<file path="config.mk">
export PLATFORM = sky130hd
export DESIGN_NAME = errstat_serializer
export DESIGN_NICKNAME = d
export VERILOG_FILES = /design/src/rtl/errstat_pkg.sv /design/src/rtl/errstat_summary.sv /design/src/rtl/errstat_sequencer.sv /design/src/rtl/errstat_snapshot.sv /design/src/rtl/errstat_serializer.sv
export SDC_FILE = /design/constraint.sdc
export NUM_CORES = 1
export LEC_CHECK = 0
export BUFFER_PORTS_ARGS = -buffer_cell sky130_fd_sc_hd__buf_2
export CAP_MARGIN = 20
export CORE_MARGIN = 2
export CORE_UTILIZATION = 30
export DETAILED_ROUTE_END_ITERATION = 8
export GPL_TIMING_DRIVEN = 0
export HOLD_SLACK_MARGIN = 0.05
export PLACE_DENSITY = 0.58
export SETUP_SLACK_MARGIN = 0.02
export SLEW_MARGIN = 20
export SYNTH_ARGS = -nofsm -noshare
export SYNTH_HDL_FRONTEND = slang
export SYNTH_SLANG_ARGS = --single-unit
</file>
<file path="constraint.sdc">
create_clock -name clk -period 2.4 [get_ports clk]
set_clock_uncertainty 0.15 [all_clocks]
set_input_delay 0.36 -clock clk [delete_from_list [all_inputs] [get_ports clk]]
set_output_delay 0.36 -clock clk [all_outputs]
set_load 0.03 [all_outputs]
</file>
<file path="src/rtl/errstat_pkg.sv">
package errstat_pkg;
  localparam int unsigned ERR_COUNT = 6;

  // Bit positions set the serial readout order.
  typedef enum int unsigned {
    ERR_DET_PAR  = 0,
    ERR_SIG_SYS  = 1,
    ERR_RCV_MABT = 2,
    ERR_RCV_TABT = 3,
    ERR_SIG_TABT = 4,
    ERR_MST_DPAR = 5
  } err_idx_e;
endpackage

</file>
<file path="src/rtl/errstat_summary.sv">
module errstat_summary #(
  parameter int unsigned N_FLAGS = errstat_pkg::ERR_COUNT
) (
  input  logic [N_FLAGS-1:0] flags_i,
  input  logic [N_FLAGS-1:0] mask_i,
  output logic               any_o
);
  logic [N_FLAGS-1:0] gated;

  for (genvar g = 0; g < N_FLAGS; g++) begin : g_gate
    assign gated[g] = flags_i[g] & mask_i[g];
  end

  assign any_o = |gated;
endmodule

</file>
<file path="src/rtl/errstat_sequencer.sv">
module errstat_sequencer #(
  parameter int unsigned N_FLAGS = errstat_pkg::ERR_COUNT,
  parameter int unsigned PTR_W   = $clog2(N_FLAGS + 1)
) (
  input  logic             clk,
  input  logic             rst,
  input  logic             sel_n,
  output logic             first_o,
  output logic [PTR_W-1:0] ptr_o
);
  localparam logic [PTR_W-1:0] PTR_END = PTR_W'(N_FLAGS);

  logic             started_q;
  logic [PTR_W-1:0] ptr_q;

  always_ff @(posedge clk) begin
    if (rst || sel_n) begin
      started_q <= 1'b0;
      ptr_q     <= '0;
    end else if (!started_q) begin
      started_q <= 1'b1;
      ptr_q     <= PTR_W'(1);
    end else if (ptr_q != PTR_END) begin
      ptr_q <= ptr_q + PTR_W'(1);
    end
  end

  assign first_o = !sel_n && !started_q;
  assign ptr_o   = ptr_q;

  AST_PTR_CLEARED: assert property (@(posedge clk) disable iff (rst)
    sel_n |=> (ptr_q == '0));
  AST_PTR_STEP: assert property (@(posedge clk) disable iff (rst)
    (!sel_n && started_q && ptr_q != PTR_END) |=> (ptr_q == $past(ptr_q) + PTR_W'(1)));
  AST_PTR_PARKED: assert property (@(posedge clk) disable iff (rst)
    (!sel_n && ptr_q == PTR_END) |=> (ptr_q == PTR_END || ptr_q == '0));
  AST_PTR_BOUND: assert property (@(posedge clk) disable iff (rst)
    ptr_q <= PTR_END);
endmodule

</file>
<file path="src/rtl/errstat_snapshot.sv">
module errstat_snapshot #(
  parameter int unsigned N_FLAGS = errstat_pkg::ERR_COUNT
) (
  input  logic               clk,
  input  logic               rst,
  input  logic               load_i,
  input  logic [N_FLAGS-1:0] flags_i,
  output logic [N_FLAGS-1:0] snap_o
);
  always_ff @(posedge clk) begin
    if (rst) begin
      snap_o <= '0;
    end else if (load_i) begin
      snap_o <= flags_i;
    end
  end
endmodule

</file>
<file path="src/rtl/errstat_serializer.sv">
module errstat_serializer #(
  parameter int unsigned N_FLAGS = errstat_pkg::ERR_COUNT
) (
  input  logic               clk,
  input  logic               rst,
  input  logic [N_FLAGS-1:0] flags_i,
  input  logic [N_FLAGS-1:0] mask_i,
  input  logic               serial_sel_n,
  output logic               stat_o
);
  localparam int unsigned PTR_W = $clog2(N_FLAGS + 1);

  logic               any_w;
  logic               first_w;
  logic [PTR_W-1:0]   ptr_w;
  logic [N_FLAGS-1:0] snap_w;
  logic               serial_bit;

  errstat_summary #(.N_FLAGS(N_FLAGS)) u_summary (
    .flags_i (flags_i),
    .mask_i  (mask_i),
    .any_o   (any_w)
  );

  errstat_sequencer #(.N_FLAGS(N_FLAGS), .PTR_W(PTR_W)) u_seq (
    .clk     (clk),
    .rst     (rst),
    .sel_n   (serial_sel_n),
    .first_o (first_w),
    .ptr_o   (ptr_w)
  );

  errstat_snapshot #(.N_FLAGS(N_FLAGS)) u_snap (
    .clk     (clk),
    .rst     (rst),
    .load_i  (first_w),
    .flags_i (flags_i),
    .snap_o  (snap_w)
  );

  // First edge reads the live input; later edges read the snapshot.
  // A pointer past the last index selects nothing and yields 0.
  always_comb begin
    serial_bit = 1'b0;
    if (first_w) begin
      serial_bit = flags_i[errstat_pkg::ERR_DET_PAR];
    end else begin
      for (int i = 0; i < N_FLAGS; i++) begin
        if (ptr_w == PTR_W'(i)) serial_bit = snap_w[i];
      end
    end
  end

  always_ff @(posedge clk) begin
    if (rst) begin
      stat_o <= 1'b0;
    end else if (serial_sel_n) begin
      stat_o <= any_w;
    end else begin
      stat_o <= serial_bit;
    end
  end

  AST_RST_LOW: assert property (@(posedge clk)
    rst |=> !stat_o);
  AST_SUMMARY_OR: assert property (@(posedge clk) disable iff (rst)
    serial_sel_n |=> (stat_o == $past(|(flags_i & mask_i))));
  AST_FIRST_BIT: assert property (@(posedge clk) disable iff (rst)
    first_w |=> (stat_o == $past(flags_i[0])));
  AST_SNAP_HELD: assert property (@(posedge clk) disable iff (rst)
    (!serial_sel_n && !first_w) |=> $stable(snap_w));
endmodule

</file>
Yosys cells after proc, flatten, opt, wreduce, memory -nomap -nowiden
Index checks and enable logic that the tools add are counted.
{"block": "op_classes", "add_sub_neg": 1, "bitwise": 7, "muxes": 11, "eq_ne": 7, "n_reduce_logical": 7}
{"operator": "$mux W1", "n": 11}
{"operator": "$and A1 B1 Y1", "n": 6}
{"operator": "$eq A3 B2 Y1 const B", "n": 2}
{"operator": "$eq A3 B3 Y1 const B", "n": 2}
{"operator": "$reduce_or A6 Y1", "n": 1}
{"operator": "$add A3 B1 Y3 const B", "n": 1}
{"operator": "$eq A3 B1 Y1 const B", "n": 1}
{"operator": "$logic_not A3 Y1", "n": 1}
{"operator": "$ne A3 B3 Y1 const B", "n": 1}
{"operator": "$logic_not A1 Y1", "n": 2}
{"operator": "$ne A2 B2 Y1 const B", "n": 1}
{"operator": "$reduce_or A2 Y1", "n": 1}
{"operator": "$logic_and A1 B1 Y1", "n": 1}
{"operator": "$logic_or A1 B1 Y1", "n": 1}
{"operator": "$not A1 Y1", "n": 1}
{"block": "totals", "regBits": 11, "wordCells": 38}

Depth between registers and ports, before layout
{"block": "logic_depth", "ltp_word": 9, "depth_mapped": 6, "mapped_depth_nobuf": 6}

By module
From an unflattened synthesis, not the netlist that was laid out.
{"block": "hier_totals", "hier_cells": 53, "area_unflattened_um2": 554.3}
{"mod": "errstat_snapshot", "seq_area_each_um2": 120.1, "area_each_um2": 214.0, "instances": 1, "cells_each": 19}
{"mod": "errstat_sequencer", "seq_area_each_um2": 80.1, "area_each_um2": 206.4, "instances": 1, "cells_each": 19}
{"mod": "errstat_serializer", "seq_area_each_um2": 20.0, "area_each_um2": 106.4, "instances": 1, "cells_each": 11}
{"mod": "errstat_summary", "seq_area_each_um2": 0.0, "area_each_um2": 27.5, "instances": 1, "cells_each": 4}

Worst setup path before layout
No wires, ideal clock.
{"block": "synth_path", "kind": "register to register", "start": "reg u_seq.ptr_q[1], in the netlist u_seq.ptr_o[1]", "end": "reg stat_o", "stages_incl_launch_ff": 7, "path_slack_ns": 1.012, "setup_ns": 0.131, "arrival_time_ns": 1.107, "path_cell_list": "dfxtp_1 inv_1 ha_1 and4bb_1 a21oi_2 a21oi_1 o32ai_1"}
{"block": "synth_between", "elab_chain_cells": 9, "elab_cells_between_ends": 14, "cone_classes": "eq/ne: 5; mux: 8; reduce/logical: 1"}
{"element": "start: declaration", "line_no": "errstat_sequencer.sv:14", "text": "logic [PTR_W-1:0] ptr_q;"}
{"element": "start signal: assignment", "line_no": "errstat_sequencer.sv:24", "text": "ptr_q <= ptr_q + PTR_W'(1);"}
{"element": "$logic_not A3 Y1", "line_no": "errstat_serializer.sv:49", "text": "if (ptr_w == PTR_W'(i)) serial_bit = snap_w[i];"}
{"element": "$mux W1 (5 in a row)", "line_no": "errstat_serializer.sv:49"}
{"element": "$mux W1 *", "line_no": "errstat_serializer.sv:49"}
{"element": "$mux W1 *", "line_no": "errstat_serializer.sv:45", "text": "if (first_w) begin"}
{"element": "$mux W1 *", "line_no": "errstat_serializer.sv:57", "text": "end else if (serial_sel_n) begin"}
{"element": "end signal: assignment", "line_no": "errstat_serializer.sv:58", "text": "stat_o <= any_w;"}
{"element": "end signal: assignment", "line_no": "errstat_serializer.sv:60", "text": "stat_o <= serial_bit;"}
{"element": "end: declaration", "line_no": "errstat_serializer.sv:9", "text": "output logic stat_o"}
Mark *: on every way between the ends. The rest lies on a longest branch, timed or not.
A chain may end at the register's enable or synchronous reset.

Final worst setup path
Same ends and word-level chain as after synthesis.

==> flow_summary.ini <==
[status]
status = completed

[die]
core_area_mm2 = 0.00175
num_rows = 15
die_x_um = 47.4
die_h_um = 47.4
die-area_mm2 = 0.00225
ios = 16
start_util_pct = 32.4

[global_routing]
gr-usage-met1_pct = 14.4
use_met2_pct = 21.4
grt_pass1_vias = 473
met3_usage_pct = 3.40
gr-total-overflow = 0
grt_use_total_pct = 12.8
grt_pass1_wl_um = 1950
grt_max_degree = 11
busiest_layer = met2
antenna_found_initial = 0

[hold_path]
min_delay_path_depth = 3
hold_path.class = input port to flip-flop
hold_end = u_snap.snap_o[1]$_SDFFE_PP0P_
min_from = flags_i[1]

[synth]
yosys_warnings = 0
muxShareOfSynthArea_pct = 0
synthAdderAreaFrac_pct = 11.1
syn_avg_cell_area_um2 = 8.20
synth_top_area_cell = dfxtp_1
synth_compound_area_share_pct = 25.7
yosys-top-cells-area = dfxtp_1, ha_1, a21oi_1
synth-simple-area-share_pct = 17.0
synth_top_family_by_area = compound AO/OA/AOI/OAI gates
ys_types = 20
synth-xor-area-share_pct = 1.55
synth_top_area_share_pct = 38.9
syn_inst = 69
ys_seq_elements = 11
synthesis.nets = 89
syn-cell-area_um2 = 566
yosysSeqAreaShare_pct = 38.9

[finish]
nets = 107
diodes = 0
layout-drive-gt1-share_pct = 24.4
most-common-layout-cells = buf_2, nand2_1, a21oi_1, dfxtp_1, o21ai_0
fillers = 190
final_common_cell = buf_2
fin_cells = 111
design_area_um2 = 688
area_growth_pct = 21.7

[cts]
cts_buffer_depth = 2
cts_tree = built
cts.sinks = 11
cts_root_buf = clkbuf_4
clk_pin_slew_ns = 0.08
ctsHoldBuffers = 0
postCtsSetupRepairBufs = 0
cts-resized-gates = 0
h-tree-depth = 1
insertion_delay_ns = 0.27
cts_buffers = 3

[setup_path]
worst_setup_path_end_kind = flip-flop
path_class = flip-flop to flip-flop
reg2reg_depth = 6
regToRegEndpoint = stat_o$_SDFF_PP0_
critPathRequiredTime_ns = 2.40
critPathArrivalTime_ns = 1.52
worstSetupStartpointType = flip-flop
regToRegSetupSlack_ns = 0.88
crit_path_max_fanout = 5
timing.rr.start = u_seq.ptr_o[1]$_SDFFE_PP0P_

[power]
power.density_mw_per_mm2 = 544
power.leakage_nw = 0.277
seqPwrFrac_pct = 52.4
irDropWorstVdd_mv = 0.272
clock_power_share_pct = 34.6
comb_power_share_pct = 13.0
intPower_w = 0.000278
p_switching_w = 0.0000969
swShare_pct = 25.9

[sta]
finalCritPeriodShare_pct = 63.2
hold_violations = 0
drv_slew = 0
worst_pin_slew_ns = 0.387
holdWs_ns = 0.193
setup_violations = 0
timing.fmax_ghz = 0.659
rsz0062_at_grt = no
slew_headroom_pct = 74.2
fin_tns_setup_ns = 0
finalCriticalPeriod_ns = 1.52

[placement]
dpl-instance-area_um2 = 662
hpwl_um = 933
post-place-cells = 107
io_buffers = 13
gp_congestion = 0.783

[detailed_routing]
drt_pre_antenna_iters = 4
wirelength_um = 1210
ant_nets = 0
drt_iter0_markers = 16
drcViolationCount = 0
wl_per_cell_um = 10.9
vias_per_cell = 4.77
vias = 530

[run]
cap_viol_max_count = 0
==> metal layers <==
layer / wire length [µm] / vias to the layer above
met5: 0 / -
met4: 19 / 0
met3: 26 / 2
met2: 611 / 6
met1: 553 / 244
li1: - / 278
==> worst max-delay path, stage by stage, from the launching register on <==
cell      delay [ns]
dfxtp_1         0.39
inv_1           0.08
ha_1            0.23
and4bb_1        0.30
a21oi_2         0.04
a21oi_1         0.12
o32ai_1         0.09
==> stage by stage <==
step | worst slack [ns] | power (W) | util (%)
6_report | 0.884 | 0.000375 | 39.4
5_1_grt | 0.722 | 0.000395 | 39.4
4_1_cts | 0.868 | 0.000380 | 39.4
3_5_place_dp | 0.881 | 0.000250 | 37.9
3_3_place_gp | 0.914 | 0.000249 | 37.9
2_1_floorplan | 1.01 | 0.000230 | -
==> cell families (layout without fill, tap and decap cells) <==
group	Yosys count	in the layout
XOR/XNOR	1	1
AND/OR/NAND/NOR	19	19
flip-flops	11	11
buffers and inverters	8	25
AO/OA/AOI/OAI	25	25
adder cells (fa/ha/maj)	5	5
==> sequential cells by signal (all words and copies together) (netlist names) <==
register,cells
stat_o,1
u_seq.started_q,1
u_snap.snap_o,6
u_seq.ptr_o,3
==> layout make-up <==
cell class              instances  area (µm²)  area share, %
clock buffers                   4        26.3           3.82
flip-flops and latches         11         220           32.0
multi-input cells              50         313           45.5
repair buffers                 13        65.1           9.45
plain buffers                   3        13.8           2.00
inverters                       5        18.8           2.73
well taps                      25        31.3           4.55
==> synth_stat cells (all sizes together) <==
cell type,n
a22oi,1
a211oi,1
and4,1
and4bb,1
inv,5
a222oi,1
o32ai,1
a21boi,1
clkbuf,1
nor2,2
a21oi,12
o21ai,8
buf,2
dfxtp,11
nand3,2
nand2,12
xnor2,1
ha,5
nand3b,1
==> how the worst max path moves through the flow <==
| stage | startpoint | endpoint | slack [ns] | depth (start not counted) |
|---|---|---|---|---|
| global route | u_seq.ptr_o[0]$_SDFFE_PN0P_ | stat_o$_SDFF_PP0_ | 0.72 | 6 |
| CTS | u_seq.ptr_o[1]$_SDFFE_PP0P_ | stat_o$_SDFF_PP0_ | 0.87 | 6 |
| floorplan | u_seq.ptr_o[1]$_SDFFE_PP0P_ | stat_o$_SDFF_PP0_ | 1.01 | 6 |
| global placement | u_seq.ptr_o[1]$_SDFFE_PP0P_ | stat_o$_SDFF_PP0_ | 0.91 | 6 |
| detailed placement | u_seq.ptr_o[1]$_SDFFE_PP0P_ | stat_o$_SDFF_PP0_ | 0.88 | 6 |
| finish | u_seq.ptr_o[1]$_SDFFE_PP0P_ | stat_o$_SDFF_PP0_ | 0.88 | 6 |
==> power by group through the flow <==
stage | clock network (W) | logic, W | registers [W]
final | 0.000130 | 0.0000487 | 0.000196
after global routing | 0.000142 | 0.0000552 | 0.000197
after CTS | 0.000134 | 0.0000493 | 0.000196
after detailed placement | 0 | 0.0000492 | 0.000201
after global placement | 0 | 0.0000487 | 0.000200
after floorplan | 0 | 0.0000275 | 0.000202
Power figures use the tool's default switching activity.
